$ cat config.mk
export PLATFORM = sky130hd
export DESIGN_NAME = alt_ratio_divider
export DESIGN_NICKNAME = d
export VERILOG_FILES = /design/src/rtl/adiv_pkg.sv /design/src/rtl/adiv_ratio_bank.sv /design/src/rtl/adiv_slope_counter.sv /design/src/rtl/adiv_stretch.sv /design/src/rtl/alt_ratio_divider.sv
export SDC_FILE = /design/constraint.sdc
export NUM_CORES = 1
export LEC_CHECK = 0
export ABC_AREA = 1
export BUFFER_PORTS_ARGS = -buffer_cell sky130_fd_sc_hd__clkbuf_2
export CAP_MARGIN = 20
export CORE_ASPECT_RATIO = 0.5
export CORE_MARGIN = 2
export CORE_UTILIZATION = 35
export CTS_CLUSTER_SIZE = 40
export DETAILED_ROUTE_END_ITERATION = 8
export GPL_TIMING_DRIVEN = 0
export HOLD_SLACK_MARGIN = 0.05
export MAX_ROUTING_LAYER = met4
export PLACE_DENSITY = 0.48
export SLEW_MARGIN = 10
export SYNTH_ARGS = -nofsm -noshare
export SYNTH_HDL_FRONTEND = slang
export SYNTH_HIERARCHICAL = 1
export SYNTH_SLANG_ARGS = --single-unit
$ cat constraint.sdc
create_clock -name clk -period 3.3 [get_ports clk]
set_input_delay 0.495 -clock clk [delete_from_list [all_inputs] [get_ports clk]]
set_output_delay 0.495 -clock clk [all_outputs]
set_load 0.01 [all_outputs]
$ cat src/rtl/adiv_pkg.sv
package adiv_pkg;
  typedef enum logic {
    SLOPE_UP   = 1'b0,
    SLOPE_DOWN = 1'b1
  } slope_e;

  function automatic slope_e other_slope(input slope_e s);
    return (s == SLOPE_UP) ? SLOPE_DOWN : SLOPE_UP;
  endfunction
endpackage

$ cat src/rtl/adiv_ratio_bank.sv
module adiv_ratio_bank #(
  parameter int W     = 8,
  parameter int LO    = 10,
  parameter int HI    = 90,
  parameter int DEF   = 50
) (
  input  logic         clk,
  input  logic         rst_n,
  input  logic         host_clear,
  input  logic         wr_up,
  input  logic         wr_dn,
  input  logic [W-1:0] wr_ratio,
  output logic [W-1:0] act_up,
  output logic [W-1:0] act_dn,
  output logic [W-1:0] nxt_up
);
  logic [W-1:0] sh_up, sh_dn;

  function automatic logic [W-1:0] clampr(input logic [W-1:0] v);
    if (v < W'(LO)) return W'(LO);
    if (v > W'(HI)) return W'(HI);
    return v;
  endfunction

  // Shadow stage: written by the host at any time
  always_ff @(posedge clk or negedge rst_n) begin
    if (!rst_n) begin
      sh_up <= W'(DEF);
      sh_dn <= W'(DEF);
    end else begin
      if (wr_up) sh_up <= wr_ratio;
      if (wr_dn) sh_dn <= wr_ratio;
    end
  end

  // Working stage: committed only on host clear
  always_ff @(posedge clk or negedge rst_n) begin
    if (!rst_n) begin
      act_up <= W'(DEF);
      act_dn <= W'(DEF);
    end else if (host_clear) begin
      act_up <= clampr(sh_up);
      act_dn <= clampr(sh_dn);
    end
  end

  // Value being committed, used by the counter preload on the clear edge
  assign nxt_up = clampr(sh_up);
endmodule

$ cat src/rtl/adiv_slope_counter.sv
module adiv_slope_counter
  import adiv_pkg::*;
#(
  parameter int W   = 8,
  parameter int PPS = 1000,
  parameter int DEF = 50
) (
  input  logic         clk,
  input  logic         rst_n,
  input  logic         host_clear,
  input  logic         tick_en,
  input  logic [W-1:0] act_up,
  input  logic [W-1:0] act_dn,
  input  logic [W-1:0] nxt_up,
  output logic         fire,
  output slope_e       slope
);
  localparam int PW = (PPS > 1) ? $clog2(PPS) : 1;

  logic [W-1:0]  cnt;
  logic [PW-1:0] grp;
  logic          last_in_grp;
  slope_e        next_slope;

  assign fire        = tick_en && !host_clear && (&cnt);
  assign last_in_grp = (grp == PW'(PPS - 1));
  assign next_slope  = last_in_grp ? other_slope(slope) : slope;

  always_ff @(posedge clk or negedge rst_n) begin
    if (!rst_n) begin
      cnt   <= W'(0) - W'(DEF);
      grp   <= '0;
      slope <= SLOPE_UP;
    end else if (host_clear) begin
      cnt   <= W'(0) - nxt_up;
      grp   <= '0;
      slope <= SLOPE_UP;
    end else if (fire) begin
      grp   <= last_in_grp ? '0 : grp + PW'(1);
      slope <= next_slope;
      cnt   <= W'(0) - ((next_slope == SLOPE_UP) ? act_up : act_dn);
    end else if (tick_en) begin
      cnt <= cnt + W'(1);
    end
  end
endmodule

$ cat src/rtl/adiv_stretch.sv
module adiv_stretch #(
  parameter int LEN = 4
) (
  input  logic clk,
  input  logic rst_n,
  input  logic clear,
  input  logic fire,
  output logic out
);
  localparam int SW = $clog2(LEN + 1);
  logic [SW-1:0] left;

  always_ff @(posedge clk or negedge rst_n) begin
    if (!rst_n)           left <= '0;
    else if (clear)       left <= '0;
    else if (fire)        left <= SW'(LEN);
    else if (left != '0)  left <= left - SW'(1);
  end

  assign out = (left != '0);
endmodule

$ cat src/rtl/alt_ratio_divider.sv
module alt_ratio_divider
  import adiv_pkg::*;
#(
  parameter int CNT_W            = 8,
  parameter int PULSES_PER_SLOPE = 1000,
  parameter int STRETCH          = 4,
  parameter int RATIO_MIN        = 10,
  parameter int RATIO_MAX        = 90,
  parameter int RATIO_DEF        = 50
) (
  input  logic             clk,
  input  logic             rst_n,
  input  logic             host_clear,
  input  logic             tick_en,
  input  logic             wr_up,
  input  logic             wr_dn,
  input  logic [CNT_W-1:0] wr_ratio,
  output logic             pulse_out,
  output logic             slope_down,
  output logic             clear_out
);
  logic [CNT_W-1:0] act_up, act_dn, nxt_up;
  logic             fire;
  slope_e           slope;

  adiv_ratio_bank #(
    .W(CNT_W), .LO(RATIO_MIN), .HI(RATIO_MAX), .DEF(RATIO_DEF)
  ) u_bank (
    .clk(clk), .rst_n(rst_n), .host_clear(host_clear),
    .wr_up(wr_up), .wr_dn(wr_dn), .wr_ratio(wr_ratio),
    .act_up(act_up), .act_dn(act_dn), .nxt_up(nxt_up)
  );

  adiv_slope_counter #(
    .W(CNT_W), .PPS(PULSES_PER_SLOPE), .DEF(RATIO_DEF)
  ) u_cnt (
    .clk(clk), .rst_n(rst_n), .host_clear(host_clear), .tick_en(tick_en),
    .act_up(act_up), .act_dn(act_dn), .nxt_up(nxt_up),
    .fire(fire), .slope(slope)
  );

  adiv_stretch #(.LEN(STRETCH)) u_str (
    .clk(clk), .rst_n(rst_n), .clear(host_clear), .fire(fire), .out(pulse_out)
  );

  always_ff @(posedge clk or negedge rst_n) begin
    if (!rst_n) clear_out <= 1'b0;
    else        clear_out <= host_clear;
  end

  assign slope_down = (slope == SLOPE_DOWN);
endmodule

==> flow_summary.ini, run 1 <==
[detailed_routing]
drc = 0
drt_pass1_iterations = 4
postRouteAntennaNets = 0
routedWlPerCell_microns = 13.2
vias_per_cell = 4.73
via_count = 2731
wl_mm = 7.59
drtIter0Drc = 188

[power]
clockPowerShare = 0.324
power.share.sequential = 0.445
powerDensity_mw_per_mm2 = 500
leakage_nw = 1.79
p_switching_mw = 0.578
power_mw = 1.87
irDropWorstVdd_uv = 211
combPwrFrac = 0.230
netSwitchingFraction = 0.309
internal_power_mw = 1.29

[critical_path]
cp.arrival_ps = 2460
cp_max_fo = 8
startpoint_type = flip-flop
required_ps = 3530
end_kind = flip-flop
crit_type = reg -> reg
reg2reg_slack_ps = 1070

[global_routing]
grt_pass1_wl_mm = 13.2
grt_overflow = 0
track_usage = 0.168
antenna_found_initial = 0
grt_max_degree = 56
grt_pass1_vias = 2601

[timing]
rsz0062_at_grt = false
min_period_ps = 2230
finalMaxSlewViolations = 0
fin_crit_sh = 0.674
worst_slew_margin_rel = 0.475
setup_violations = 0
fmax_ghz = 0.449
worstMarginPinSlew_ps = 787
worst_hold_slack_ps = 290
skew_ps = 7.37
fin_ws_ps = 1070
final.setup.tns_ps = 0
hold_viol_final = 0

[clocking]
postCtsSetupBuffers = 0
tritoncts = built
cts-resized-gates = 0
htreeDepth = 2
worst_skew_pair.late_latency_ps = 300
clk_pin_slew_ps = 70
cts_num_sinks = 55
root_buffer = clkbuf_16
clk_path_buf_depth = 2
cts_buffers = 5
hold_buffers = 0

[placed_design]
dpl_cell_area_sq_mm = 0.00357
dp_hpwl_mm = 5.75
dp_cells = 570
io_buffers = 16
dp_slack_ps = 809
routabilityCongestion = 0.853

[floorplanning]
rows = 25
ios = 17
initial_utilization = 0.357
fp.dieW_microns = 142
fp.dieH_microns = 73.1
coreArea_sq_mm = 0.00935
die-area_sq_mm = 0.0104

[synthesis]
yosysWarnings = 6
synth_nets = 452
syn_area_per_cell_sq_um = 7.71
synth_cells = 433
ys_types = 41
ys_seq_area_frac = 0.419
synth_edf_count = 0
async_flop_share = 1.00
synth_ff_type = dfrtp_1
synth_area_sq_mm = 0.00334
synth_seq_cells = 55

[cells_and_area]
fillCellCount = 1007
layout.cells.non_filler = 577
final_area_sq_mm = 0.00374
drive_gt1_frac = 0.208
areaGrowthSynthToFinish_pct = 11.9
antennaDiodeCount = 0
fin_util = 0.399
nets = 475

[run_status]
status = completed

[flow_run]
max-cap-violations = 0

[hold_path]
hold_class = in -> async
==> path summary, 6_finish.rpt <==
| check | startpoint | to | cells past startpoint |
|---|---|---|---|
| max | u_bank/sh_up[1] | u_cnt/cnt[6] | 15 |
| min | rst_n | u_bank/sh_dn[3] | 1 |
| max reg2reg | u_bank/sh_up[1] | u_cnt/cnt[6] | 15 |
| min reg2reg | u_bank/act_up[5] | u_bank/act_up[5] | 2 |
| max in group asynchronous | rst_n | u_cnt/grp[5] | 1 |
| min in group clk | wr_ratio[1] | u_bank/sh_dn[1] | 3 |
==> Yosys cell counts, drive strengths merged (3+ instances only) <==
master,number,area share
a21oi,13,0.022
a31oi,3,0.0056
buf,4,0.0075
clkbuf,4,0.0045
dfrtp,38,0.28
dfstp,17,0.13
ha,5,0.019
inv,69,0.078
mux2,4,0.013
nand2,123,0.16
nand3,28,0.051
nand3b,6,0.015
nand4,6,0.011
nor2,49,0.072
nor3,7,0.012
o21ai,31,0.051
o22ai,8,0.015
xor2,6,0.016
==> state kept, by name, indices dropped and copies added, names as in the netlist, 3 cells and up <==
| signal | cells |
|---|---|
| u_str/left | 3 |
| u_bank/act_up | 8 |
| u_bank/act_dn | 8 |
| u_bank/sh_up | 8 |
| u_cnt/cnt | 8 |
| u_bank/sh_dn | 8 |
| u_cnt/grp | 10 |
==> layout make-up <==
cell class,instances,area [sq um],area share
buffer,8,40.0,0.0107
clock buffer,5,125,0.0335
clock inverter,2,37.5,0.0100
inverter,69,259,0.0693
multi-input combinational,301,1640,0.440
sequential,55,1400,0.374
tap,121,151,0.0405
timing repair buffer,16,82.6,0.0221
==> power by group through the flow <==
stage | Sequential, mW | Clock, mW | Combinational (mW)
finish | 0.832 | 0.606 | 0.430
global route | 0.845 | 0.662 | 0.505
CTS | 0.831 | 0.629 | 0.434
detailed placement | 0.842 | 0 | 0.431
global placement | 0.843 | 0 | 0.430
floorplan | 0.826 | 0 | 0.332
==> worst max-delay path, cell delays in order (launching register included) <==
cell and delay, ps:
dfstp_2 570, nor2_1 70, nor2_4 120, nand2_1 80, nand2_2 80, nand2_4 80, nand2_1 70, nor2_1 40
inv_1 110, ha_1 180, nand2_1 100, nor3_1 200, nand2_1 100, o21ai_0 160, o22ai_1 100, a21oi_2 100
==> metal layers <==
metal  vias to the layer above  routed length, microns  global-route usage
met3                         5                     273              0.0354
met2                        37                    3200               0.239
met4                         0                      56              0.0300
met5                         -                       0                   -
met1                      1270                    4070               0.247
li1                       1419                       -                   -
==> cell usage in the layout (no fill, tap or decap), drive strengths merged <==
master	netlist	routed
nand2	123	123
inv	69	69
nor2	49	49
dfrtp	38	38
o21ai	31	31
nand3	28	28
clkbuf	4	25
dfstp	17	17
a21oi	13	13
o22ai	8	8
nor3	7	7
nand4	6	6
xor2	6	6
nand3b	6	6
ha	5	5
mux2	4	4
buf	4	4
a31oi	3	3
xnor2	2	2
o211ai	2	2
bufinv	0	1
clkinvlp	0	1
conb	1	1
o21a	1	1
or2	1	1
o221ai	1	1
nor3b	1	1
o22a	1	1
a22oi	1	1
nor4	1	1
==> kinds of logic (layout without fill, tap and decap cells) <==
| group | count (synthesis) | in the layout | share of synthesized area |
|---|---|---|---|
| xor+xnor | 8 | 8 | 0.0210 |
| other cells | 1 | 1 | 0.00112 |
| compound gates | 61 | 61 | 0.108 |
| buf+inv | 77 | 100 | 0.0895 |
| mux | 4 | 4 | 0.0135 |
| fa+ha+maj | 5 | 5 | 0.0187 |
| simple gates | 222 | 222 | 0.330 |
| flops | 55 | 55 | 0.419 |
Power figures use the tool's default switching activity.
==> run 2, diff against run 1 <==
Settings changed: ABC_AREA 1 to 0, PLACE_DENSITY 0.48 to 0.5.
Clock period 3.3 ns to 2 ns, I/O delays scaled along.
==> run 2 against run 1 <==
- first-iteration DRC count decreased by 58%
- combinational power rose by 71%
- critical path depth is 7 lower
- worst hold slack got worse by 190 ps
- sequential cell count is the same
- register-to-register slack worse by 1400 ps
- maximum frequency decreased by 5.8%
- synthesized cell count shrank 25%
- the flow now finishes with violations (setup timing)
==> flow_summary.ini, run 2 <==
[run_status]
status = complete, but fails checks
violations = setup timing

[cells_and_area]
regMostFlops = u_cnt/grp
fin_util = 0.476
largest_reg_flops = 10
fillCellCount = 822
final_common_cell = dfrtp_1
layout.cells.non_filler = 498
antennaDiodeCount = 0
mostFrequentLayoutCells = dfrtp_1 (36), buf_4 (29), nor2_1 (28), nand2_1 (21), mux2_2 (18)
drive_gt1_frac = 0.407
nets = 399
areaGrowthSynthToFinish_pct = 31.2

[detailed_routing]
postRouteAntennaNets = 0
via_count = 2643
routedWlPerCell_microns = 16.0
vias_per_cell = 5.31
drt_pass1_iterations = 4
wl_mm = 7.98
drc = 0
drtIter0Drc = 79

[critical_path]
startpoint_type = flip-flop
cp.arrival_ps = 2590
reg2regPathDepth = 8
r2r_end = u_cnt/cnt[7]
r2r_start = u_bank/sh_up[1]
reg2reg_slack_ps = -360
end_kind = flip-flop
crit_type = reg -> reg
required_ps = 2230
cp_max_fo = 3

[synthesis]
yosys-top-cells-count = dfrtp_1 (38), nor2_1 (32), nand2_1 (23)
synth_nets = 345
synth_edf_count = 0
ys_types = 63
async_flop_share = 1.00
synth.top_cell.area_share = 0.299
yosys.area.top_type = dfrtp_1
ys_seq_area_frac = 0.439
synth_ff_type = dfrtp_1
synth_seq_cells = 55
synth_area_sq_mm = 0.00318
syn_area_per_cell_sq_um = 9.76
synth_area_leaders = dfrtp_1 (30%), dfstp_2 (14%), mux2_2 (6.4%)
yosysWarnings = 6
synth_cells = 326
synth_most_common_cell = dfrtp_1

[power]
clockPowerShare = 0.294
p_switching_mw = 0.912
irDropWorstVdd_uv = 357
power.share.sequential = 0.463
leakage_nw = 1.69
combPwrFrac = 0.243
netSwitchingFraction = 0.300
powerDensity_mw_per_mm2 = 728
internal_power_mw = 2.13

[global_routing]
busiest_layer = met2
grt_pass1_vias = 2561
grt_use_met3 = 0.0368
track_usage = 0.167
grt_max_degree = 56
globalRouteMet1Util = 0.214
grt_overflow = 0
use_met2 = 0.272
antenna_found_initial = 0
grt_pass1_wl_mm = 12.8

[timing]
skew_ps = 7.34
setup_violations = 16
worstMarginPinSlew_ps = 767
worst_hold_slack_ps = 98.8
final.setup.tns_ps = -1240
worst_slew_margin_rel = 0.489
fin_crit_sh = 1.18
rsz0062_at_grt = true
min_period_ps = 2360
fin_ws_ps = -362
finalMaxSlewViolations = 0
fmax_ghz = 0.423
hold_viol_final = 0

[placed_design]
dp_hpwl_mm = 5.19
routabilityCongestion = 0.804
io_buffers = 13
dp_cells = 456

[floorplanning]
ios = 17
fp.dieH_microns = 71.4
die-area_sq_mm = 0.00992
initial_utilization = 0.363
fp.dieW_microns = 139
rows = 24
coreArea_sq_mm = 0.00877

[clocking]
cts_buffers = 5
root_buffer = clkbuf_16
tritoncts = built
htreeDepth = 2
clk_path_buf_depth = 2
worst_skew_pair.late_latency_ps = 290
hold_buffers = 0
cts_num_sinks = 55
clk_pin_slew_ps = 70

[hold_path]
hold_class = in -> async

[flow_run]
max-cap-violations = 0
==> run 2: cell type report <==
cell class	instances	area [sq um]	area share
well taps	117	146	0.0351
inverters	13	56.3	0.0135
plain buffers	16	115	0.0276
repair buffers	47	374	0.0896
clock buffers	7	143	0.0342
flip-flops and latches	55	1400	0.335
clock inverters	1	5.00	0.00120
multi-input cells	242	1940	0.464
==> run 2: per-layer routing <==
metal / wire length, microns / vias to the layer above / share of wire
met5: 0 / - / 0
met4: 110 / 0 / 0.014
met3: 284 / 12 / 0.036
met2: 3860 / 54 / 0.48
met1: 3730 / 1274 / 0.47
li1: - / 1303 / -
==> run 2: what timing repair did <==
item / CTS / global route
endpoints found under the setup margin: 19 / 19
resized for setup: 23 / 50
cloned: 0 / 0
buffers inserted: 21 / 14
hold endpoints to repair: 0 / 0
pin swaps: 14 / 25
==> run 2: critical path: stages (launching register included) <==
cell	delay (ps)
dfstp_2	560
o21ai_2	60
a21o_1	180
a211o_1	280
or3_4	390
nor3_4	200
nor3b_2	200
xnor2_1	90
a221o_1	310
==> run 2: worst max path at each step <==
stage,from,to,cells past startpoint
3_3_place_gp,u_bank/sh_up[5],u_cnt/cnt[7],8
2_1_floorplan,u_bank/sh_up[5],u_cnt/cnt[7],8
5_1_grt,u_bank/sh_up[1],u_cnt/cnt[7],8
4_1_cts,u_bank/sh_up[1],u_cnt/cnt[7],8
3_5_place_dp,u_bank/sh_up[6],u_cnt/cnt[7],9
6_report,u_bank/sh_up[1],u_cnt/cnt[7],8
==> run 2: cells by family (layout without fill, tap and decap cells) <==
| group | count (synthesis) | in the layout | synth area share |
|---|---|---|---|
| AND/OR/NAND/NOR | 117 | 117 | 0.189 |
| buffers and inverters | 29 | 84 | 0.0405 |
| other | 1 | 1 | 0.00118 |
| flip-flops | 55 | 55 | 0.439 |
| multiplexers | 25 | 25 | 0.0873 |
| adder cells (fa/ha/maj) | 5 | 5 | 0.0197 |
| AO/OA/AOI/OAI | 76 | 76 | 0.171 |
| XOR/XNOR | 18 | 18 | 0.0519 |
==> run 2: power by group through the flow <==
stage | Clock (mW) | Sequential [mW] | Combinational [mW]
floorplan | 0 | 1.39 | 0.483
global placement | 0 | 1.42 | 0.611
detailed placement | 0 | 1.43 | 0.628
CTS | 0.926 | 1.40 | 0.686
global route | 0.977 | 1.43 | 0.817
finish | 0.894 | 1.41 | 0.737
==> run 2: stage by stage <==
step	setup slack [ps]	instance area [sq um]	power (mW)
2_1_floorplan	-315	3230	1.87
3_3_place_gp	-454	3440	2.03
3_5_place_dp	-455	3450	2.05
4_1_cts	-362	3860	3.01
5_1_grt	-476	4180	3.22
6_report	-362	4180	3.04
